File: src/rtl/rqd_pkg.sv
package rqd_pkg;
   localparam int unsigned PK_BT     = 8;
   localparam int unsigned PK_DQ     = 9;
   localparam int unsigned PK_WIRES  = 2 + PK_DQ;
   localparam int unsigned PK_BITS   = PK_BT * PK_WIRES;
   localparam int unsigned W_CMD     = 0;
   localparam int unsigned W_ADR     = 1;
   localparam int unsigned W_DQ0     = 2;
   localparam int unsigned DQ_SLOTS  = PK_BT - 2;
   localparam int unsigned ADDR_N    = 33;
   localparam int unsigned MASK_SLOT = 36;
   localparam int unsigned MASK_N    = 8;
   localparam int unsigned PAY_N     = PK_DQ * DQ_SLOTS;

   function automatic int unsigned slot_pos(int unsigned k);
      return (W_DQ0 + k / DQ_SLOTS) * PK_BT + k % DQ_SLOTS;
   endfunction

   function automatic logic [PK_BITS-1:0] rsv_mask();
      logic [PK_BITS-1:0] m;
      m = '0;
      m[W_CMD*PK_BT + 7] = 1'b1;
      m[W_ADR*PK_BT + 6] = 1'b1;
      m[W_ADR*PK_BT + 7] = 1'b1;
      for (int d = 0; d < PK_DQ; d++) begin
         m[(W_DQ0+d)*PK_BT + 6] = 1'b1;
         m[(W_DQ0+d)*PK_BT + 7] = 1'b1;
      end
      for (int k = ADDR_N; k < MASK_SLOT; k++) m[slot_pos(k)] = 1'b1;
      for (int k = MASK_SLOT + MASK_N; k < PAY_N; k++) m[slot_pos(k)] = 1'b1;
      return m;
   endfunction

   typedef struct packed {
      logic        write;
      logic        regsp;
      logic        bmopt;
      logic        bcast;
      logic [1:0]  bitm;
      logic        act;
      logic        autop;
      logic [2:0]  pend;
      logic [14:0] dev;
      logic [1:0]  bank;
      logic [9:0]  row;
      logic [7:0]  col;
      logic [7:0]  wmask;
      logic        rsv;
   } req_t;
endpackage

File: src/rtl/rqd_gather.sv
module rqd_gather #(
   parameter int unsigned WIRES = 11,
   parameter int unsigned BT    = 8
) (
   input  logic                  clk,
   input  logic                  rst_n,
   input  logic [2*WIRES-1:0]    pair_i,
   output logic [WIRES*BT-1:0]   pkt_o,
   output logic                  done_o
);
   localparam int unsigned BEATS = BT / 2;
   localparam int unsigned LAST  = BEATS - 1;
   localparam int unsigned CW    = (BEATS > 1) ? $clog2(BEATS) : 1;

   if (BT % 2 != 0 || BT < 4) begin : g_bad_bt
      $error("rqd_gather: BT must be even and at least 4");
   end

   logic          busy;
   logic [CW-1:0] cnt;
   logic          launch;

   assign launch = !busy && pair_i[0];
   assign done_o = busy && (cnt == CW'(LAST));

   always_ff @(posedge clk) begin
      if (!rst_n) begin
         busy <= 1'b0;
         cnt  <= '0;
      end else if (launch) begin
         busy <= 1'b1;
         cnt  <= CW'(1);
      end else if (busy) begin
         cnt <= cnt + 1'b1;
         if (cnt == CW'(LAST)) busy <= 1'b0;
      end
   end

   for (genvar w = 0; w < WIRES; w++) begin : g_wire
      logic [BT-3:0] held;
      for (genvar b = 0; b < LAST; b++) begin : g_beat
         always_ff @(posedge clk) begin
            if ((launch && b == 0) || (busy && cnt == CW'(b)))
               held[2*b +: 2] <= pair_i[2*w +: 2];
         end
      end
      assign pkt_o[w*BT +: BT] = {pair_i[2*w +: 2], held};
   end

   // a finished packet was collected over consecutive busy cycles,
   // so no start bit inside the window restarted the count.
   p_no_restart_r3: assert property (@(posedge clk) disable iff (!rst_n)
      done_o |-> ($past(busy) && $past(busy, 2) && !$past(done_o)));
endmodule

File: src/rtl/rqd_split.sv
module rqd_split #(
   parameter bit FOUR_BANK = 1'b1
) (
   input  logic [32:0] abits,
   output logic [14:0] dev,
   output logic [1:0]  bank,
   output logic [9:0]  row,
   output logic [7:0]  col
);
   localparam int unsigned COL_W  = 8;
   localparam int unsigned BANK_W = FOUR_BANK ? 2 : 1;
   localparam int unsigned ROW_W  = FOUR_BANK ? 10 : 9;
   localparam int unsigned DEV_W  = 33 - COL_W - ROW_W - BANK_W;
   localparam int unsigned ROW_LO  = COL_W;
   localparam int unsigned BANK_LO = ROW_LO + ROW_W;
   localparam int unsigned DEV_LO  = BANK_LO + BANK_W;

   assign col = abits[COL_W-1:0];

   if (FOUR_BANK) begin : g_four
      assign row  = abits[ROW_LO +: ROW_W];
      assign bank = abits[BANK_LO +: BANK_W];
      assign dev  = {2'b00, abits[DEV_LO +: DEV_W]};
   end else begin : g_two
      assign row  = {1'b0, abits[ROW_LO +: ROW_W]};
      assign bank = {1'b0, abits[BANK_LO]};
      assign dev  = abits[DEV_LO +: DEV_W];
   end
endmodule

File: src/rtl/req_pkt_decoder.sv
module req_pkt_decoder
   import rqd_pkg::*;
#(
   parameter bit          FOUR_BANK = 1'b1,
   parameter int unsigned DEV_ID    = 32'h0A5
) (
   input  logic        clk,
   input  logic        rst_n,
   input  logic [1:0]  cmd_pr,
   input  logic [1:0]  adr_pr,
   input  logic [17:0] dq_pr,
   output logic        rq_vld,
   output logic        rq_write,
   output logic        rq_regsp,
   output logic        rq_bmopt,
   output logic        rq_bcast,
   output logic [1:0]  rq_bitm,
   output logic        rq_act,
   output logic        rq_autop,
   output logic [2:0]  rq_pend,
   output logic [14:0] rq_dev,
   output logic [1:0]  rq_bank,
   output logic [9:0]  rq_row,
   output logic [7:0]  rq_col,
   output logic [7:0]  rq_wmask,
   output logic        rq_rsv
);
   localparam int unsigned DEV_W = FOUR_BANK ? 13 : 15;
   localparam logic [PK_BITS-1:0] RSV_MASK = rsv_mask();

   if (DEV_ID >= (32'd1 << DEV_W)) begin : g_bad_id
      $error("req_pkt_decoder: DEV_ID does not fit the device field");
   end

   logic [PK_BITS-1:0] pkt;
   logic               done;
   logic [ADDR_N-1:0]  abits;
   logic [MASK_N-1:0]  mbits;
   logic [5:0]         op;
   req_t               dec, held;
   logic               accept;
   logic               vld_q;

   rqd_gather #(.WIRES(PK_WIRES), .BT(PK_BT)) u_gather (
      .clk    (clk),
      .rst_n  (rst_n),
      .pair_i ({dq_pr, adr_pr, cmd_pr}),
      .pkt_o  (pkt),
      .done_o (done)
   );

   for (genvar i = 0; i < ADDR_N; i++) begin : g_abit
      assign abits[i] = pkt[slot_pos(i)];
   end
   for (genvar j = 0; j < MASK_N; j++) begin : g_mbit
      assign mbits[j] = pkt[slot_pos(MASK_SLOT + j)];
   end
   for (genvar j = 0; j < 6; j++) begin : g_op
      assign op[j] = pkt[W_CMD*PK_BT + 1 + j];
   end

   rqd_split #(.FOUR_BANK(FOUR_BANK)) u_split (
      .abits (abits),
      .dev   (dec.dev),
      .bank  (dec.bank),
      .row   (dec.row),
      .col   (dec.col)
   );

   always_comb begin
      dec.write = op[0];
      dec.regsp = op[1];
      dec.bmopt = op[2];
      dec.bcast = op[3];
      dec.bitm  = op[5:4];
      dec.act   = pkt[W_ADR*PK_BT + 0];
      dec.autop = pkt[W_ADR*PK_BT + 1];
      dec.pend  = pkt[W_ADR*PK_BT + 3 +: 3];
      dec.wmask = (op[1:0] == 2'b01) ? mbits : 8'hFF;
      dec.rsv   = |(pkt & RSV_MASK);
   end

   assign accept = done && ((dec.dev == 15'(DEV_ID)) || dec.bcast);

   always_ff @(posedge clk) begin
      if (!rst_n) begin
         vld_q <= 1'b0;
         held  <= '0;
      end else begin
         vld_q <= accept;
         if (accept) held <= dec;
      end
   end

   assign rq_vld   = vld_q;
   assign rq_write = held.write;
   assign rq_regsp = held.regsp;
   assign rq_bmopt = held.bmopt;
   assign rq_bcast = held.bcast;
   assign rq_bitm  = held.bitm;
   assign rq_act   = held.act;
   assign rq_autop = held.autop;
   assign rq_pend  = held.pend;
   assign rq_dev   = held.dev;
   assign rq_bank  = held.bank;
   assign rq_row   = held.row;
   assign rq_col   = held.col;
   assign rq_wmask = held.wmask;
   assign rq_rsv   = held.rsv;

   // a request occupies four cycles, so a valid pulse never repeats back to back.
   p_vld_pulse_r2: assert property (@(posedge clk) disable iff (!rst_n)
      rq_vld |=> !rq_vld);

   // every reported request is addressed to this device or broadcast.
   p_dev_accept_r9: assert property (@(posedge clk) disable iff (!rst_n)
      rq_vld |-> (rq_dev == 15'(DEV_ID) || rq_bcast));

   // anything but a memory write reports a full byte mask.
   p_wmask_r8: assert property (@(posedge clk) disable iff (!rst_n)
      (rq_vld && !(rq_write && !rq_regsp)) |-> (rq_wmask == 8'hFF));

   // outputs stay clear until the first accepted request.
   p_reset_clear_r1: assert property (@(posedge clk) disable iff (!rst_n)
      ($past(!rst_n) && !rq_vld) |-> (rq_dev == '0 && rq_wmask == '0));
endmodule

File: config.mk
export PLATFORM = sky130hd
export DESIGN_NAME = req_pkt_decoder
export DESIGN_NICKNAME = d
export VERILOG_FILES = /design/src/rtl/rqd_pkg.sv /design/src/rtl/rqd_gather.sv /design/src/rtl/rqd_split.sv /design/src/rtl/req_pkt_decoder.sv
export SDC_FILE = /design/constraint.sdc
export NUM_CORES = 1
export LEC_CHECK = 0
export CAP_MARGIN = 20
export CELL_PAD_IN_SITES_DETAIL_PLACEMENT = 2
export CELL_PAD_IN_SITES_GLOBAL_PLACEMENT = 2
export CORE_MARGIN = 1.5
export CORE_UTILIZATION = 41
export DETAILED_ROUTE_END_ITERATION = 12
export DONT_BUFFER_PORTS = 1
export GPL_ROUTABILITY_DRIVEN = 0
export PLACE_DENSITY = 0.83
export SETUP_SLACK_MARGIN = 0.15
export SYNTH_ARGS = -nofsm -noshare
export SYNTH_HDL_FRONTEND = slang
export SYNTH_SLANG_ARGS = --single-unit
File: constraint.sdc
create_clock -name clk -period 2.3 [get_ports clk]
set_input_delay 0.115 -clock clk [delete_from_list [all_inputs] [get_ports clk]]
set_output_delay 0.115 -clock clk [all_outputs]
set_load 0.005 [all_outputs]
==> results by stage <==
Status:
- The run finished with clean final reports.

Logic synthesis:
- The Yosys step of the flow raised 0 warnings.
- Sequential elements use 71.2% of the synthesized area.
- The synthesized design contains ~120 register bits.
- The instance count of the mapped netlist is about 340.
- The combined area of all synthesized cells is 0.00430 sq mm.
- The count of cell types in the netlist is 32.
- The mean post-synth cell area is between 10 and 15 sq um.

Power and ir drop:
- The maximum vdd drop is roughly 0.74 mV.
- The final total power is around 5.3 mW.
- The leakage power of the design is roughly 1.8 nW.
- The switching power total is 1.13 mW.
- The clock network accounts for about half of the total power.
- Net switching is 21.5% of the power.
- The proportion of power drawn by combinational gates is around 2.9%.
- The power density of the placed cells is just under 1000 mW/mm^2.
- Of the total power, registers draw 45.2%.
- The internal portion of total power is just over 4 mW.

Drt:
- The count of TritonRoute iterations in the first routing pass is 4.
- In the routed design, unresolved DRC markers number 0.
- The routed design has ~14 mm of wire.
- Dividing the detail-routed wire length by the instance count gives around 27 microns.
- The antenna violation net count after detailed routing is 0.
- The iteration-0 DRC count of the detailed router is 269.
- Dividing the detail-routed via count by the number of cells gives just under 6.
- The via count is between 3000 and 4000.

GRT:
- Entering global routing, the biggest net connects slightly below 50 pins.
- The first global-routing pass estimated 21.6 mm of wire.
- The number of antenna violations at the first check in global routing was 0.
- Summed over all layers, the global routing overflow is 0.
- The via count of the first global-routing pass is 3285.
- Global routing consumed, over all layers together, a little over a quarter of the routing resources.

Setup path:
- The worst setup path is captured at a flop.
- Across all register-to-register paths, the minimum setup slack is approximately 0.24 ns.
- For the worst setup path, the data arrival time is around 2.5 ns.
- The type of the worst setup path is flop to flop.
- The logic depth of the worst register-to-register path is 6.
- Of all nets on the critical path, the largest fanout is 16.
- Data on the critical path is required at its endpoint by approximately 2.7 ns.
- The worst setup path is launched from a flop.

Timing:
- The shortest period the worst path allows is roughly 2 ns.
- The worst clock skew on the final layout is about 0.014 ns.
- Setup violations remaining at the end of the flow were counted as 0.
- At the pin with the least slew margin, the transition time is 0.646 ns.
- Setup total negative slack on the finished layout was measured at 0 ns.
- The top achievable clock speed is between 400 and 500 MHz.
- Setup repair after global routing left no endpoint under its margin.
- The total count of max-transition violations in the final report is 0.
- Dividing the final minimum period by the clock period gives a little under 90%.
- The final-report hold violation count is 0.
- In this run the tightest slew margin relative to its limit is 57.0%.

Cells and area:
- The post-route netlist has between 10 and 15% of its cells at a drive strength greater than 1.
- The total inserted antenna cells is 0.
- Counting the fill cells in the layout gives about 960.
- The count of nets after finishing is slightly below 400.
- The layout overhead on the synthesized area is 22.7%.

Worst hold path:
- In this run the worst hold path is classified as primary input to flop.
- Counting instances, the worst hold path has a depth of 4.

Clock network:
- The CTS buffer count is 17.
- The post-CTS setup buffer count is 0.
- The tree is rooted in a clkbuf_8.
- The number of clock sinks is between 100 and 150.
- The TritonCTS clock tree is built.
- The longest clock path from root to sink contains 2 buffers.
- The worst-skew pair later-pin latency is 0.52 ns.
- After clock tree synthesis, the clock-pin slew on the worst setup and hold paths is around 0.06 ns.
- The H-tree was split into 4 levels.

Floorplan:
- In this run the core area contains 37 standard-cell rows.
- The die outline width is 105 microns.
- The initial core utilization is a little over two fifths.
- The die span in y is between 100 and 150 microns.
- The floorplan die area is 0.0111 sq mm.
- The floorplan core area is roughly 0.010 sq mm.
- The top-level port count is 80.

Placed design:
- The HPWL reported at the end of detailed placement is between 7 and 8 mm.
- During placement, the flow inserted port buffers numbering 0.

Run:
- The tool flagged a number of max-cap violations equal to 0.
-- logic make-up (layout without fill, tap and decap cells) --
family	count (synthesis)	count (layout)	synth area share, %
other	1	2	0.0872
adders and majority gates	4	4	1.16
muxes	1	1	0.262
and+or+nand+nor	82	82	10.7
DFF	121	121	71.2
buffers and inverters	33	70	3.84
AOI/OAI and AO/OA	99	99	12.7
-- placed cells by master, fill, tap and decap left out, types with 2 or more instances in the layout --
cell            n
a21oi_1        45
nand4_1         2
nor3_1          3
buf_4          10
inv_1           3
nor2_1          5
clkbuf_16      20
nand2_1         2
and2_1          2
edfxtp_1       64
clkbuf_8        2
clkinv_2        2
dfxtp_1        57
conb_1          2
o21ai_0        24
clkbuf_1        3
nor4b_2         2
dlygate4sd3_1  23
o21ai_1        17
or3_1           8
o311a_1         8
ha_1            3
a211oi_1        3
nand3_1        44
clkinv_4        2
nor4_1          8
-- area by class of cell --
class	instances	area, sq um	share of cell area (%)
Clock buffer	25	539	10.2
Clock inverter	7	72.6	1.38
Inverter	3	11.3	0.213
Sequential cell	121	3060	58.0
Tap cell	136	170	3.22
Timing Repair Buffer	35	337	6.38
Multi-Input combinational cell	188	1080	20.6
-- critical path: stages (launching register included) --
cell	delay (ns)
dfxtp_1	0.46
ha_2	0.28
and4_1	0.24
and4_4	0.37
buf_4	0.24
o21ai_0	0.13
a21oi_1	0.24
-- power by group through the flow --
stage | Clock, mW | Sequential, mW | Combinational [mW]
3_3_place_gp | 0 | 2.41 | 0.0861
2_1_floorplan | 0 | 2.40 | 0.0641
4_1_cts | 2.76 | 2.37 | 0.152
6_report | 2.72 | 2.37 | 0.152
3_5_place_dp | 0 | 2.42 | 0.0932
5_1_grt | 2.86 | 2.38 | 0.163
-- stage by stage --
step                cell area [sq um]  instances  hold slack, ns  utilization (%)  worst slack [ns]
global route                     5280        515          0.0478             51.6             0.183
global placement                 4430        460           0.214             43.3             0.462
finish                           5280        515          0.0511             51.6             0.241
floorplan                        4300        342           0.214                -             0.599
CTS                              5270        515          0.0206             51.5             0.202
detailed placement               4430        460           0.214             43.3             0.339
-- worst paths after layout --
check                  start         to
min reg2reg        rq_dev[1]  rq_dev[1]
max reg2reg  u_gather.cnt[0]  rq_dev[5]
min                dq_pr[17]     rq_rsv
max          u_gather.cnt[0]  rq_dev[5]
-- routing by layer --
metal  wire (microns)  track usage, %  up-vias
met5                0               0        -
met4              201            9.78        0
met3              917            8.84       12
met2             7150            45.0      109
met1             5710            33.4     1550
li1                 -               -     1334
-- sequential cells by signal (all words and copies together), names as in the netlist, 2 cells and up --
name and cells:
u_gather.pkt_o 64, rq_dev 13, rq_row 10, rq_col 8, rq_wmask 8, rq_pend 3, rq_bank 2, rq_bitm 2
u_gather.cnt 2
-- Yosys cell counts (all sizes together) --
| library cell | n | area share [%] |
|---|---|---|
| a211oi | 3 | 0.52 |
| a21oi | 45 | 5.2 |
| a31oi | 1 | 0.15 |
| and2 | 2 | 0.29 |
| and3 | 1 | 0.15 |
| and4 | 2 | 0.47 |
| buf | 12 | 2.0 |
| clkbuf | 18 | 1.6 |
| conb | 1 | 0.087 |
| dfxtp | 57 | 27 |
| edfxtp | 64 | 45 |
| ha | 4 | 1.2 |
| inv | 3 | 0.26 |
| mux2 | 1 | 0.26 |
| nand2 | 2 | 0.17 |
| nand2b | 1 | 0.15 |
| nand3 | 45 | 5.2 |
| nand4 | 2 | 0.29 |
| nor2 | 6 | 0.58 |
| nor3 | 3 | 0.35 |
| nor4 | 8 | 1.2 |
| nor4b | 2 | 0.70 |
| o21ai | 41 | 4.8 |
| o311a | 8 | 1.9 |
| o31ai | 1 | 0.17 |
| or3 | 8 | 1.2 |
-- repair_timing --
item                                   in CTS  in global routing
hold buffers                               23                  0
resized for setup                           1                  2
endpoints found under the hold margin      77                  0
gates cloned                                0                  0
setup endpoints to repair                   1                  9
(Power assumes the default switching activity.)
